## src/rtl/uart_flow_pkg.sv

```systemverilog
package uart_flow_pkg;

    typedef enum logic [1:0] {
        FLOW_NONE = 2'd0,
        FLOW_SET1 = 2'd1,
        FLOW_SET2 = 2'd2,
        FLOW_PAIR = 2'd3
    } flow_mode_e;

    typedef enum logic [1:0] {
        INS_IDLE   = 2'd0,
        INS_FIRST  = 2'd1,
        INS_SECOND = 2'd2
    } ins_state_e;

endpackage

```

## src/rtl/uart_flow_sync.sv

```systemverilog
module uart_flow_sync #(
    parameter int STAGES = 2
) (
    input  logic clk,
    input  logic rst_n,
    input  logic async_in,
    output logic sync_out
);
    logic [STAGES-1:0] chain_d, chain_q;

    always_comb begin
        chain_d = {chain_q[STAGES-2:0], async_in};
    end

    always_ff @(posedge clk or negedge rst_n) begin
        if (!rst_n) chain_q <= '0;
        else        chain_q <= chain_d;
    end

    assign sync_out = chain_q[STAGES-1];
endmodule

```

## src/rtl/uart_flow_rx_match.sv

```systemverilog
module uart_flow_rx_match
    import uart_flow_pkg::*;
#(
    parameter int DATA_W = 8
) (
    input  logic              clk,
    input  logic              rst_n,
    input  logic [1:0]        rx_mode,
    input  logic [DATA_W-1:0] xon1,
    input  logic [DATA_W-1:0] xon2,
    input  logic [DATA_W-1:0] xoff1,
    input  logic [DATA_W-1:0] xoff2,
    input  logic              xoff_irq_en,
    input  logic              irq_clr,
    input  logic              rx_valid,
    input  logic [DATA_W-1:0] rx_byte,
    output logic              pass_valid,
    output logic [DATA_W-1:0] pass_byte,
    output logic              xoff_status,
    output logic              xoff_irq
);
    typedef struct packed {
        logic              paused;
        logic              irq;
        logic              held_on;
        logic              held_off;
        logic [DATA_W-1:0] held_byte;
        logic              pend_v;
        logic [DATA_W-1:0] pend_byte;
        logic              out_v;
        logic [DATA_W-1:0] out_byte;
    } rx_state_t;

    rx_state_t st_d, st_q;
    flow_mode_e mode;

    assign mode = flow_mode_e'(rx_mode);

    always_comb begin : p_next
        logic held;
        logic done;
        logic fwd;
        st_d       = st_q;
        st_d.out_v = 1'b0;
        held       = st_q.held_on | st_q.held_off;
        done       = 1'b0;
        fwd        = 1'b0;

        if (st_q.pend_v) begin
            st_d.out_v    = 1'b1;
            st_d.out_byte = st_q.pend_byte;
            st_d.pend_v   = 1'b0;
        end
        if (irq_clr) st_d.irq = 1'b0;

        if (rx_valid) begin
            if (mode == FLOW_PAIR && held) begin
                if (st_q.held_off && rx_byte == xoff2) begin
                    st_d.paused = 1'b1;
                    if (xoff_irq_en) st_d.irq = 1'b1;
                    done = 1'b1;
                end else if (st_q.held_on && rx_byte == xon2) begin
                    st_d.paused = 1'b0;
                    done = 1'b1;
                end
            end
            st_d.held_on  = 1'b0;
            st_d.held_off = 1'b0;
            if (!done) begin
                if (held) begin
                    st_d.out_v    = 1'b1;
                    st_d.out_byte = st_q.held_byte;
                end
                case (mode)
                    FLOW_SET1: begin
                        if (rx_byte == xoff1) begin
                            st_d.paused = 1'b1;
                            if (xoff_irq_en) st_d.irq = 1'b1;
                        end else if (rx_byte == xon1) begin
                            st_d.paused = 1'b0;
                        end else begin
                            fwd = 1'b1;
                        end
                    end
                    FLOW_SET2: begin
                        if (rx_byte == xoff2) begin
                            st_d.paused = 1'b1;
                            if (xoff_irq_en) st_d.irq = 1'b1;
                        end else if (rx_byte == xon2) begin
                            st_d.paused = 1'b0;
                        end else begin
                            fwd = 1'b1;
                        end
                    end
                    FLOW_PAIR: begin
                        if (rx_byte == xoff1 || rx_byte == xon1) begin
                            st_d.held_off  = (rx_byte == xoff1);
                            st_d.held_on   = (rx_byte == xon1);
                            st_d.held_byte = rx_byte;
                        end else begin
                            fwd = 1'b1;
                        end
                    end
                    default: fwd = 1'b1;
                endcase
                if (fwd) begin
                    if (held) begin
                        st_d.pend_v    = 1'b1;
                        st_d.pend_byte = rx_byte;
                    end else begin
                        st_d.out_v    = 1'b1;
                        st_d.out_byte = rx_byte;
                    end
                end
            end
        end
    end

    always_ff @(posedge clk or negedge rst_n) begin
        if (!rst_n) st_q <= '0;
        else        st_q <= st_d;
    end

    assign pass_valid  = st_q.out_v;
    assign pass_byte   = st_q.out_byte;
    assign xoff_status = st_q.paused;
    assign xoff_irq    = st_q.irq;

    assert_xoff_set_R2: assert property (@(posedge clk) disable iff (!rst_n)
        (rx_valid && rx_mode == 2'd1 && rx_byte == xoff1) |=> xoff_status);

    assert_irq_hold_R7: assert property (@(posedge clk) disable iff (!rst_n)
        (xoff_irq && !irq_clr) |=> xoff_irq);

    assert_mode0_pass_R4: assert property (@(posedge clk) disable iff (!rst_n)
        (rx_valid && rx_mode == 2'd0 && !(st_q.held_on || st_q.held_off))
        |=> (pass_valid && pass_byte == $past(rx_byte)));

    assert_pair_drop_R5: assert property (@(posedge clk) disable iff (!rst_n)
        (rx_valid && rx_mode == 2'd3 && st_q.held_off && rx_byte == xoff2)
        |=> (xoff_status && !pass_valid));
endmodule

```

## src/rtl/uart_flow_tx_ins.sv

```systemverilog
module uart_flow_tx_ins
    import uart_flow_pkg::*;
#(
    parameter int DATA_W = 8
) (
    input  logic              clk,
    input  logic              rst_n,
    input  logic [1:0]        tx_mode,
    input  logic [DATA_W-1:0] xon1,
    input  logic [DATA_W-1:0] xon2,
    input  logic [DATA_W-1:0] xoff1,
    input  logic [DATA_W-1:0] xoff2,
    input  logic              fill_hi,
    input  logic              ins_ack,
    output logic              ins_req,
    output logic [DATA_W-1:0] ins_char
);
    typedef struct packed {
        ins_state_e state;
        logic       is_off;
        logic       set2;
        logic       pair;
        logic       stopped;
    } ins_reg_t;

    ins_reg_t r_d, r_q;
    flow_mode_e mode;

    assign mode = flow_mode_e'(tx_mode);

    always_comb begin
        r_d = r_q;
        case (r_q.state)
            INS_IDLE: begin
                if (mode != FLOW_NONE && fill_hi != r_q.stopped) begin
                    r_d.state   = INS_FIRST;
                    r_d.is_off  = fill_hi;
                    r_d.stopped = fill_hi;
                    r_d.set2    = (mode == FLOW_SET2);
                    r_d.pair    = (mode == FLOW_PAIR);
                end
            end
            INS_FIRST: begin
                if (ins_ack) r_d.state = r_q.pair ? INS_SECOND : INS_IDLE;
            end
            INS_SECOND: begin
                if (ins_ack) r_d.state = INS_IDLE;
            end
            default: r_d.state = INS_IDLE;
        endcase
    end

    always_ff @(posedge clk or negedge rst_n) begin
        if (!rst_n) r_q <= '{state: INS_IDLE, default: '0};
        else        r_q <= r_d;
    end

    always_comb begin
        if (r_q.state == INS_SECOND)
            ins_char = r_q.is_off ? xoff2 : xon2;
        else if (r_q.set2)
            ins_char = r_q.is_off ? xoff2 : xon2;
        else
            ins_char = r_q.is_off ? xoff1 : xon1;
    end

    assign ins_req = (r_q.state != INS_IDLE);

    assert_req_hold_R11: assert property (@(posedge clk) disable iff (!rst_n)
        (ins_req && !ins_ack) |=> (ins_req && $stable(ins_char)));
endmodule

```

## src/rtl/uart_flow_ctrl.sv

```systemverilog
module uart_flow_ctrl #(
    parameter int DATA_W      = 8,
    parameter int LVL_W       = 5,
    parameter int SYNC_STAGES = 2
) (
    input  logic              clk,
    input  logic              rst_n,
    input  logic [1:0]        rx_mode,
    input  logic [1:0]        tx_mode,
    input  logic [DATA_W-1:0] xon1,
    input  logic [DATA_W-1:0] xon2,
    input  logic [DATA_W-1:0] xoff1,
    input  logic [DATA_W-1:0] xoff2,
    input  logic              xoff_irq_en,
    input  logic              auto_cts_en,
    input  logic              auto_rts_en,
    input  logic              rx_valid,
    input  logic [DATA_W-1:0] rx_byte,
    output logic              pass_valid,
    output logic [DATA_W-1:0] pass_byte,
    output logic              xoff_status,
    output logic              xoff_irq,
    input  logic              irq_clr,
    input  logic [LVL_W-1:0]  rx_fifo_level,
    input  logic [LVL_W-1:0]  rx_trig_level,
    output logic              rts_active,
    input  logic              cts_active,
    input  logic              tx_fifo_nonempty,
    input  logic              tx_busy,
    output logic              tx_start_ok,
    output logic              ins_req,
    output logic [DATA_W-1:0] ins_char,
    input  logic              ins_ack
);
    logic fill_hi;
    logic cts_sync;
    logic cts_ok;
    logic rts_d, rts_q;

    assign fill_hi = (rx_fifo_level >= rx_trig_level);

    uart_flow_sync #(.STAGES(SYNC_STAGES)) u_cts_sync (
        .clk      (clk),
        .rst_n    (rst_n),
        .async_in (cts_active),
        .sync_out (cts_sync)
    );

    uart_flow_rx_match #(.DATA_W(DATA_W)) u_rx (
        .clk         (clk),
        .rst_n       (rst_n),
        .rx_mode     (rx_mode),
        .xon1        (xon1),
        .xon2        (xon2),
        .xoff1       (xoff1),
        .xoff2       (xoff2),
        .xoff_irq_en (xoff_irq_en),
        .irq_clr     (irq_clr),
        .rx_valid    (rx_valid),
        .rx_byte     (rx_byte),
        .pass_valid  (pass_valid),
        .pass_byte   (pass_byte),
        .xoff_status (xoff_status),
        .xoff_irq    (xoff_irq)
    );

    uart_flow_tx_ins #(.DATA_W(DATA_W)) u_ins (
        .clk      (clk),
        .rst_n    (rst_n),
        .tx_mode  (tx_mode),
        .xon1     (xon1),
        .xon2     (xon2),
        .xoff1    (xoff1),
        .xoff2    (xoff2),
        .fill_hi  (fill_hi),
        .ins_ack  (ins_ack),
        .ins_req  (ins_req),
        .ins_char (ins_char)
    );

    always_comb begin
        rts_d = !(auto_rts_en && fill_hi);
    end

    always_ff @(posedge clk or negedge rst_n) begin
        if (!rst_n) rts_q <= 1'b1;
        else        rts_q <= rts_d;
    end

    assign rts_active  = rts_q;
    assign cts_ok      = !auto_cts_en || cts_sync;
    assign tx_start_ok = tx_fifo_nonempty && !tx_busy && !xoff_status
                         && cts_ok && !ins_req;

    assert_rts_drop_R12: assert property (@(posedge clk) disable iff (!rst_n)
        (auto_rts_en && rx_fifo_level >= rx_trig_level) |=> !rts_active);

    assert_paused_no_start_R8: assert property (@(posedge clk) disable iff (!rst_n)
        $past(rx_valid && rx_mode == 2'd1 && rx_byte == xoff1) |-> !tx_start_ok);
endmodule

```

## config.mk

```make
export PLATFORM = sky130hd
export DESIGN_NAME = uart_flow_ctrl
export DESIGN_NICKNAME = d
export VERILOG_FILES = /design/src/rtl/uart_flow_pkg.sv /design/src/rtl/uart_flow_sync.sv /design/src/rtl/uart_flow_rx_match.sv /design/src/rtl/uart_flow_tx_ins.sv /design/src/rtl/uart_flow_ctrl.sv
export SDC_FILE = /design/constraint.sdc
export NUM_CORES = 1
export LEC_CHECK = 0
export ABC_AREA = 1
export CORE_MARGIN = 4
export CORE_UTILIZATION = 48
export DETAILED_ROUTE_END_ITERATION = 6
export PLACE_DENSITY = 0.81
export SYNTH_ARGS = -nofsm -noshare
export SYNTH_HDL_FRONTEND = slang
export SYNTH_SLANG_ARGS = --single-unit
export TNS_END_PERCENT = 100
```

## constraint.sdc

```tcl
create_clock -name clk -period 1.9 [get_ports clk]
set_input_delay 0.475 -clock clk [delete_from_list [all_inputs] [get_ports clk]]
set_output_delay 0.475 -clock clk [all_outputs]
set_load 0.05 [all_outputs]
```

==> results.yml, run 1 <==
status:
  outcome: "finished, violations left"
  violations: "negative setup slack"
finish:
  drive_gt1_frac: 0.382
  area_delta_synth_final_pct: 66.7
  n_antenna_cell: 0
  fin_util: 0.826
  layout.nets: 605
  final_cell_count_no_fill: 606
  final_design_area_no_fill_um2: 4920
drt:
  routed_wl_um: 12300
  drt-pass1-iter-count: 5
  vias_per_cell: 5.87
  wire_per_inst_um: 20.3
  vias: 3560
  drc_errors: 0
  drt_iter0_drc: 250
  route.antenna.remaining_nets: 0
power:
  power_density_nw_per_um2: 951
  ir_drop_uv: 1350
  cellLeakagePower_nw: 2.47
yosys:
  ys_seq_area_frac: 0.323
  synth-seq-cells: 38
  synthDistinctLibCells: 34
  syn_nets: 477
  synth_area_um2: 2950
  syn_area_per_cell_um2: 7.32
  synth_warnings: 0
  netlist_instances: 403
floorplanning:
  rows: 28
  dieArea_um2: 7470
  core-area_um2: 5960
  start_util: 0.496
  die_y_um: 86.4
  ios: 87
  die_x_um: 86.4
grt:
  grt_pass1_wl_um: 17100
  grt_overflow_total: 0
  track_usage: 0.294
  grt_pass1_vias: 3496
  grt_max_degree: 39
  antenna_found_initial: 0
sta:
  slew-limit-headroom: 0.721
  skew_ps: 11.0
  report.final.slew_viol_count: 0
  tightest_slew_ps: 416
  rsz0062_at_grt: "true"
  setup_violations: 13
  max_freq_ghz: 0.473
  period_needed_ps: 2110
  hold-worst-slack_ps: 125
  hold_violations: 0
  fin_ws_ps: -213
  fin_crit_sh: 1.11
critical_path:
  worstPathArrival_ps: 1640
  slowest_delay_ps: 430
  timing.critical_path.cells: "nor2_4, nor2_4, buf_6, o21ai_4, o22ai_4, buf_6"
  path_max_fanout: 5
  cp-end-kind: "output pin"
  start_kind: "flip-flop"
  path_delay_family: "flip-flops"
  worst-setup-path-type: "reg -> out"
  critPathRequiredTime_ps: 1420
  cp_slowest_cell: "dfrtp_1"
  crit_buf_inv: 2
clocking:
  cts-buffers-inserted: 5
  cts_tree: "yes"
  htree_levels: 2
  clkLatencyLatePin_ps: 300
  clkSinkCount: 38
  root_buffer: "clkbuf_8"
  path_clk_slew_ps: 80
  cts.path.max_buffers: 2
place:
  pre_cts_slack_ps: -512
  post_dp_cell_area_um2: 4240
  dpl.hpwl_um: 7030
  io_buffers: 86
  dp_cells: 587
  globalplace.congestion: 0.900
hold_path:
  hp-class: "in -> async"
flow_run:
  cap_violations: 0
routing by layer:
metal,vias to the layer above,wire length [µm],track usage
met1,1675,4300,0.335
met4,0,811,0.130
met5,-,0,0
li1,1564,-,-
met3,80,988,0.0618
met2,241,6200,0.526
final timing paths:
check | slack, ps | cells past startpoint | end | start
worst min register to register | 350 | 0 | u_cts_sync.chain_q[1]$_DFF_PN0_ | u_cts_sync.chain_q[0]$_DFF_PN0_
worst max register to register | 350 | 8 | u_rx.xoff_irq$_DFF_PN0_ | u_rx.st_q[26]$_DFFE_PN0P_
max in group asynchronous | 1510 | 2 | rts_active$_DFF_PN1_ | rst_n
min in group clk | 350 | 0 | u_cts_sync.chain_q[1]$_DFF_PN0_ | u_cts_sync.chain_q[0]$_DFF_PN0_
worst max-delay path | -210 | 6 | ins_char[3] | u_ins.r_q[4]$_DFFE_PN0P_
worst min-delay path | 120 | 2 | u_rx.st_q[17]$_DFF_PN0_ | rst_n
power by group:
part / internal, mW / total [mW] / switching (mW)
combinational: 1.30 / 3.16 / 1.86
sequential: 0.902 / 0.977 / 0.0754
clock: 0.247 / 0.545 / 0.298
kinds of logic (layout without fill, tap and decap cells):
group           after synthesis  after routing  share of synthesized area
compound gates               52             52                     0.0937
simple gates                212            212                      0.341
xor+xnor                     27             27                     0.0827
buf+inv                      65            193                      0.122
flops                        38             38                      0.323
fa+ha+maj                     9              9                     0.0382
synth_stat cells:
master / instances / area share
o31ai_1: 1 / 0.0025
inv_1: 32 / 0.041
o22ai_1: 8 / 0.017
inv_2: 5 / 0.0064
and2_1: 1 / 0.0021
nand2_1: 117 / 0.15
o2111ai_1: 1 / 0.0030
buf_6: 11 / 0.042
or2_2: 1 / 0.0021
clkinv_1: 2 / 0.0025
nand3_1: 32 / 0.054
nor2_1: 15 / 0.019
nand3_2: 4 / 0.014
xnor2_1: 25 / 0.074
o21ai_1: 5 / 0.0085
a21oi_1: 6 / 0.010
nand2_2: 4 / 0.0085
nor2_4: 2 / 0.0076
nor2_2: 3 / 0.0064
nand3_4: 2 / 0.012
nand2_4: 2 / 0.0076
buf_4: 8 / 0.020
clkbuf_1: 6 / 0.0076
xnor2_2: 1 / 0.0055
ha_1: 9 / 0.038
inv_4: 1 / 0.0021
nand3b_4: 1 / 0.0068
dfrtp_1: 37 / 0.31
nor3_1: 16 / 0.027
nor4_1: 1 / 0.0021
o21ai_0: 31 / 0.053
nand4_1: 11 / 0.023
dfstp_2: 1 / 0.0089
xor2_1: 1 / 0.0030
sequential cells by signal, indices dropped and copies added, names as in the netlist:
signal	count
u_rx.st_q	19
u_rx.pass_byte	8
u_rx.xoff_status	1
u_cts_sync.chain_q	2
u_rx.pass_valid	1
u_rx.xoff_irq	1
rts_active	1
u_ins.r_q	5
cells in the final DEF (no fill, tap or decap), types with 8 or more instances in the layout:
master           Yosys  layout
nor3_2               0      11
nand4_1             11      11
inv_2                5      10
o21ai_2              0      10
clkdlybuf4s50_1      0      17
inv_1               32      27
nand2_2              4      10
dfrtp_1             37      37
buf_4                8      56
buf_12               0      10
nand2_1            117     110
dlymetal6s2s_1       0      16
o21ai_0             31      14
o22ai_4              0       8
buf_6               11      13
xnor2_1             25      18
nand3_1             32      30
dlygate4sd2_1        0      21
final cells by class:
type	instances	area, µm²
clock buffers	5	68.8
clock inverters	2	10.0
fillers	323	1040
inverters	40	155
multi-input cells	300	2200
flip-flops and latches	38	952
well taps	75	93.8
repair buffers	146	1440
what timing repair did:
| action | 4_1_cts | 5_1_grt |
|---|---|---|
| gates cloned | 2 | 0 |
| pin swaps | 26 | 28 |
| setup endpoints to repair | 41 | 42 |
| gates resized for setup | 118 | 70 |
| hold buffers | 0 | 0 |
| buffers inserted | 10 | 4 |
| endpoints found under the hold margin | 0 | 0 |
metrics by stage:
stage / total power [mW] / TNS [ps]
finish: 4.68 / -1650
detailed placement: 3.38 / -16410
global placement: 3.34 / -14740
CTS: 4.36 / -1030
global route: 4.85 / -2750
floorplan: 2.56 / 0
(Power assumes the default switching activity.)
==> inputs of run 2 (changes only) <==
--- a/config.mk
+++ b/config.mk
@@ -7,9 +7,9 @@
 export LEC_CHECK = 0
 export ABC_AREA = 1
 export CORE_MARGIN = 4
-export CORE_UTILIZATION = 48
+export CORE_UTILIZATION = 40
 export DETAILED_ROUTE_END_ITERATION = 6
-export PLACE_DENSITY = 0.81
+export PLACE_DENSITY = 0.69
 export SYNTH_ARGS = -nofsm -noshare
 export SYNTH_HDL_FRONTEND = slang
 export SYNTH_SLANG_ARGS = --single-unit
==> run 2 against run 1 <==
Net effect:
- highest routed layer unchanged
- sequential cell count is the same
- hold slack gained 2.9 ps
- sequential power shrank 0.5%
- the flow still finishes with violations (negative setup slack)
- largest cell class unchanged
- register-to-register slack gained 50 ps
- worst setup slack gained 55 ps
- critical path type unchanged
- final cell count grew 5.3%
- count of clock-buffer cells in the layout grew 1
==> results.yml, run 2 (synthesis results as in run 1) <==
floorplanning:
  die_x_um: 93.9
  dieArea_um2: 8820
  ios: 87
  start_util: 0.409
  core-area_um2: 7210
  die_y_um: 93.9
  rows: 31
sta:
  rsz0062_at_grt: "true"
  skew_ps: 6.46
  report.final.slew_viol_count: 0
  fin_crit_sh: 1.08
  hold_violations: 0
  hold-worst-slack_ps: 128
  period_needed_ps: 2060
  tightest_slew_ps: 475
  fin_ws_ps: -158
  finalSetupTns_ps: -1080
  setup_violations: 8
  max_freq_ghz: 0.486
  slew-limit-headroom: 0.683
power:
  finalPower_mw: 4.42
  cellLeakagePower_nw: 2.45
  ir_drop_uv: 868
  power_density_nw_per_um2: 898
clocking:
  cts.path.max_buffers: 2
  htree_levels: 2
  postCtsHoldBufs: 0
  clkLatencyLatePin_ps: 290
  path_clk_slew_ps: 90
  clkSinkCount: 38
  cts_tree: "yes"
  cts-buffers-inserted: 5
  root_buffer: "clkbuf_8"
status:
  outcome: "finished, violations left"
  violations: "negative setup slack"
drt:
  route.antenna.remaining_nets: 0
  wire_per_inst_um: 15.2
  drt-pass1-iter-count: 4
  drc_errors: 0
  drt_iter0_drc: 146
  vias: 3240
  routed_wl_um: 9720
  vias_per_cell: 5.08
finish:
  regArea_um2: 952
  fin_util: 0.683
  final_design_area_no_fill_um2: 4930
  n_antenna_cell: 0
  area_delta_synth_final_pct: 66.9
  final_common_cell: "nand2_1"
  layout.nets: 612
  num-fill-cells: 583
  final_cell_mix: "nand2_1 (111), buf_4 (61), dfrtp_1 (37), nand3_1 (31), inv_1 (29)"
  largest_reg_flops: 19
  drive_gt1_frac: 0.371
  regMostFlops: "u_rx.st_q"
  final_cell_count_no_fill: 638
  multi_input_area_um2: 2140
critical_path:
  worstPathArrival_ps: 1580
  worst-setup-path-type: "reg -> out"
  cp.depth: 7
  cp-end-kind: "output pin"
  slowest_delay_ps: 400
  reg2reg_slack_ps: 400
  r2r-end: "u_rx.st_q[9]$_DFFE_PN0P_"
  critPathLaunch: "u_ins.r_q[5]$_DFFE_PN0P_"
  path_max_fanout: 7
  timing.critical_path.cells: "inv_2, nor2_4, nor2_4, buf_8, o21ai_4, o22ai_4, buf_6"
  crit_top_cell: "nor2_4"
  cp_slowest_cell: "dfrtp_1"
  crit_path_end: "ins_char[2]"
  critPathRequiredTime_ps: 1420
  path_delay_family: "buffers and inverters"
  rr_startpoint: "u_rx.st_q[26]$_DFFE_PN0P_"
  crit_buf_inv: 3
  start_kind: "flip-flop"
  reg2regPathDepth: 5
place:
  io_buffers: 86
  pre_cts_slack_ps: -499
  dpl.hpwl_um: 7100
  dp_cells: 618
  post_dp_cell_area_um2: 4290
  globalplace.congestion: 0.866
flow_run:
  cap_violations: 0
hold_path:
  hp-class: "in -> async"
grt:
  grt_overflow_total: 0
  antenna_found_initial: 0
  grt_max_degree: 23
  grt_pass1_wl_um: 15800
  track_usage: 0.226
  grt_pass1_vias: 3336
run 2: cell count changes in the layout (fill, tap and decap cells not counted), moves of 4 or more:
| cell | previous run | this run |
|---|---|---|
| o21ai_4 | 6 | 2 |
| o21ai_2 | 10 | 15 |
| xnor2_2 | 7 | 3 |
| clkbuf_2 | 7 | 3 |
| buf_12 | 10 | 6 |
| buf_4 | 56 | 61 |
| xnor2_1 | 18 | 22 |
run 2: cell type report:
cell class                      count  share of cell area
Multi-Input combinational cell    302               0.434
Clock buffer                        6              0.0168
Timing Repair Buffer              151               0.297
Sequential cell                    38               0.193
Clock inverter                      2             0.00254
Inverter                           40              0.0320
Tap cell                           99              0.0251
run 2: how the worst min path moves through the flow:
stage | end | cells after the start
2_1_floorplan | u_cts_sync.chain_q[0]$_DFF_PN0_ | 0
3_3_place_gp | u_cts_sync.chain_q[1]$_DFF_PN0_ | 0
3_5_place_dp | u_cts_sync.chain_q[1]$_DFF_PN0_ | 0
4_1_cts | u_ins.r_q[0]$_DFFE_PN0P_ | 1
5_1_grt | u_ins.r_q[0]$_DFFE_PN0P_ | 1
6_report | u_ins.r_q[0]$_DFFE_PN0P_ | 1
run 2: routing by layer:
metal  vias up  share of wire  GRT usage
met5         -              0          0
met3        24          0.063     0.0505
met1      1521           0.40      0.273
li1       1585              -          -
met4         0          0.030     0.0830
met2       110           0.50      0.390
run 2: repair_timing:
action / 4_1_cts / 5_1_grt
gates cloned: 5 / 0
pin swaps: 30 / 10
setup buffers: 11 / 1
endpoints found under the setup margin: 41 / 42
gates resized for setup: 113 / 53
run 2: power by group:
group	switching (mW)	total, mW	internal, mW
Clock	0.306	0.598	0.292
Combinational	1.68	2.85	1.17
Sequential	0.0708	0.972	0.901
Total	2.06	4.42	2.36
run 2: worst register-to-register path, stage by stage (launching register included):
cell      delay, ps
dfrtp_1         420
nor2_2          140
clkinv_1        360
nand3_4         270
buf_4           150
o21ai_1          50
==> inputs of run 3 (changes only) <==
--- a/config.mk
+++ b/config.mk
@@ -10,6 +10,8 @@
 export CORE_UTILIZATION = 40
 export DETAILED_ROUTE_END_ITERATION = 6
 export PLACE_DENSITY = 0.69
+export REMOVE_ABC_BUFFERS = 1
+export SETUP_SLACK_MARGIN = 0.1
 export SYNTH_ARGS = -nofsm -noshare
 export SYNTH_HDL_FRONTEND = slang
 export SYNTH_SLANG_ARGS = --single-unit
==> run 3 against run 2 <==
Net effect:
- the run still ends with negative setup slack left
- first-iteration DRC count is 21% higher
- final cell count is 0.63% lower
- clock skew hardly changed
- combinational power is 15% lower
- design area is 5.3% lower
- critical path depth stayed put
- via count is 1.2% lower
- clock power is 9.2% lower
- power is 11% lower
- routed wire length is 2.6% lower
==> results.yml, run 3 (synthesis results as in run 1) <==
status:
  outcome: "finished, violations left"
  violations: "negative setup slack"
finish:
  regMostFlops: "u_rx.st_q"
  fin_util: 0.647
  num-fill-cells: 611
  area_delta_synth_final_pct: 58.1
  n_antenna_cell: 0
  drive_gt1_frac: 0.338
  final_cell_count_no_fill: 634
  layout.nets: 609
  final_common_cell: "nand2_1"
  largest_reg_flops: 19
  final_cell_mix: "nand2_1 (108), buf_4 (64), dfrtp_1 (37), nand3_1 (31), inv_1 (26)"
  final_design_area_no_fill_um2: 4670
critical_path:
  r2r-end: "u_ins.r_q[1]$_DFFE_PN0P_"
  critPathRequiredTime_ps: 1420
  rr_startpoint: "u_ins.r_q[5]$_DFFE_PN0P_"
  worstPathArrival_ps: 1640
  crit_top_cell: "nor2_4"
  path_delay_family: "buffers and inverters"
  cp.depth: 7
  cp-end-kind: "output pin"
  reg2reg_slack_ps: 450
  worst-setup-path-type: "reg -> out"
  start_kind: "flip-flop"
  slowest_delay_ps: 400
  cp_slowest_cell: "dfrtp_1"
  critPathLaunch: "u_ins.r_q[5]$_DFFE_PN0P_"
  path_max_fanout: 7
  timing.critical_path.cells: "inv_2, nor2_4, nor2_4, buf_6, o21ai_0, o22ai_1, buf_4"
  crit_path_end: "ins_char[7]"
  reg2regPathDepth: 7
  crit_buf_inv: 3
power:
  ir_drop_uv: 915
  cellLeakagePower_nw: 2.43
  power_density_nw_per_um2: 843
drt:
  vias: 3201
  wire_per_inst_um: 14.9
  drt_iter0_drc: 176
  drt-pass1-iter-count: 4
  routed_wl_um: 9470
  vias_per_cell: 5.05
  drc_errors: 0
  route.antenna.remaining_nets: 0
sta:
  finalSetupTns_ps: -1320
  rsz0062_at_grt: "true"
  fin_ws_ps: -217
  skew_ps: 6.05
  report.final.slew_viol_count: 0
  slew-limit-headroom: 0.655
  period_needed_ps: 2120
  max_freq_ghz: 0.472
  hold_violations: 0
  setup_violations: 9
  fin_crit_sh: 1.11
  tightest_slew_ps: 518
grt:
  use_met1: 0.254
  antenna_found_initial: 0
  grt_pass1_vias: 3223
  track_usage: 0.215
  grt_max_degree: 39
  gr-max-usage-layer: "met2"
  grt_overflow_total: 0
  met3_usage: 0.0457
  grt_pass1_wl_um: 14900
  met2_usage: 0.378
place:
  globalplace.congestion: 0.914
  dp_cells: 612
  io_buffers: 86
  dpl.hpwl_um: 7110
  post_dp_cell_area_um2: 4100
  pre_cts_slack_ps: -603
clocking:
  cts-buffers-inserted: 5
  clkSinkCount: 38
  cts.path.max_buffers: 2
  path_clk_slew_ps: 80
  postCtsHoldBufs: 0
  clkLatencyLatePin_ps: 300
  cts_tree: "yes"
  htree_levels: 2
  root_buffer: "clkbuf_8"
floorplanning:
  start_util: 0.409
  rows: 31
  ios: 87
  die_x_um: 93.9
  core-area_um2: 7210
  die_y_um: 93.9
  dieArea_um2: 8820
hold_path:
  hp-class: "in -> async"
flow_run:
  cap_violations: 0
[run 3: through the flow]
step           hold WS [ps]  total power [mW]
2_1_floorplan           179              2.16
3_3_place_gp            338              2.96
3_5_place_dp            339              2.98
4_1_cts                 241              3.72
5_1_grt                 267              4.13
6_report                230              3.93
[run 3: worst min-delay path by stage]
| stage | start | to | slack [ps] | cells past startpoint |
|---|---|---|---|---|
| 6_report | rst_n | u_rx.st_q[12]$_DFFE_PN0P_ | 230 | 2 |
| 2_1_floorplan | rst_n | u_cts_sync.chain_q[0]$_DFF_PN0_ | 180 | 0 |
| 4_1_cts | rst_n | u_rx.st_q[25]$_DFFE_PN0P_ | 240 | 2 |
| 3_3_place_gp | u_cts_sync.chain_q[0]$_DFF_PN0_ | u_cts_sync.chain_q[1]$_DFF_PN0_ | 340 | 0 |
| 3_5_place_dp | u_cts_sync.chain_q[0]$_DFF_PN0_ | u_cts_sync.chain_q[1]$_DFF_PN0_ | 340 | 0 |
| 5_1_grt | rst_n | u_rx.st_q[12]$_DFFE_PN0P_ | 270 | 2 |
[run 3: cell type report]
class	count	area, µm²	area share
Multi-Input combinational cell	300	1950	0.417
Sequential cell	38	952	0.204
Clock inverter	2	10.0	0.00215
Inverter	40	158	0.0338
Timing Repair Buffer	150	1410	0.301
Clock buffer	5	68.8	0.0147
Tap cell	99	124	0.0265
[run 3: repair_timing]
action | CTS | global route
pin swaps | 28 | 30
endpoints found under the setup margin | 42 | 42
resized for setup | 86 | 83
setup buffers | 13 | 1
cloned | 1 | 0
endpoints found under the hold margin | 0 | 0
[run 3: routing by layer]
layer | vias to the layer above | part of all wire
met5 | - | 0
met4 | 0 | 0.027
met3 | 22 | 0.060
met2 | 110 | 0.50
met1 | 1493 | 0.41
li1 | 1576 | -
[run 3: worst reg2reg max path: cells and delay by family, from the launching register on]
family                 cells  cell delay (ps)
AOI/OAI and AO/OA          2              300
buffers and inverters      2              260
DFF                        1              400
and+or+nand+nor            3              390
[run 3: where the power goes]
| group | leakage (nW) | internal [mW] | switching [mW] |
|---|---|---|---|
| clock network | 0.0438 | 0.247 | 0.297 |
| registers | 0.499 | 0.902 | 0.0695 |
| logic | 1.88 | 0.954 | 1.46 |
| total | 2.43 | 2.10 | 1.83 |
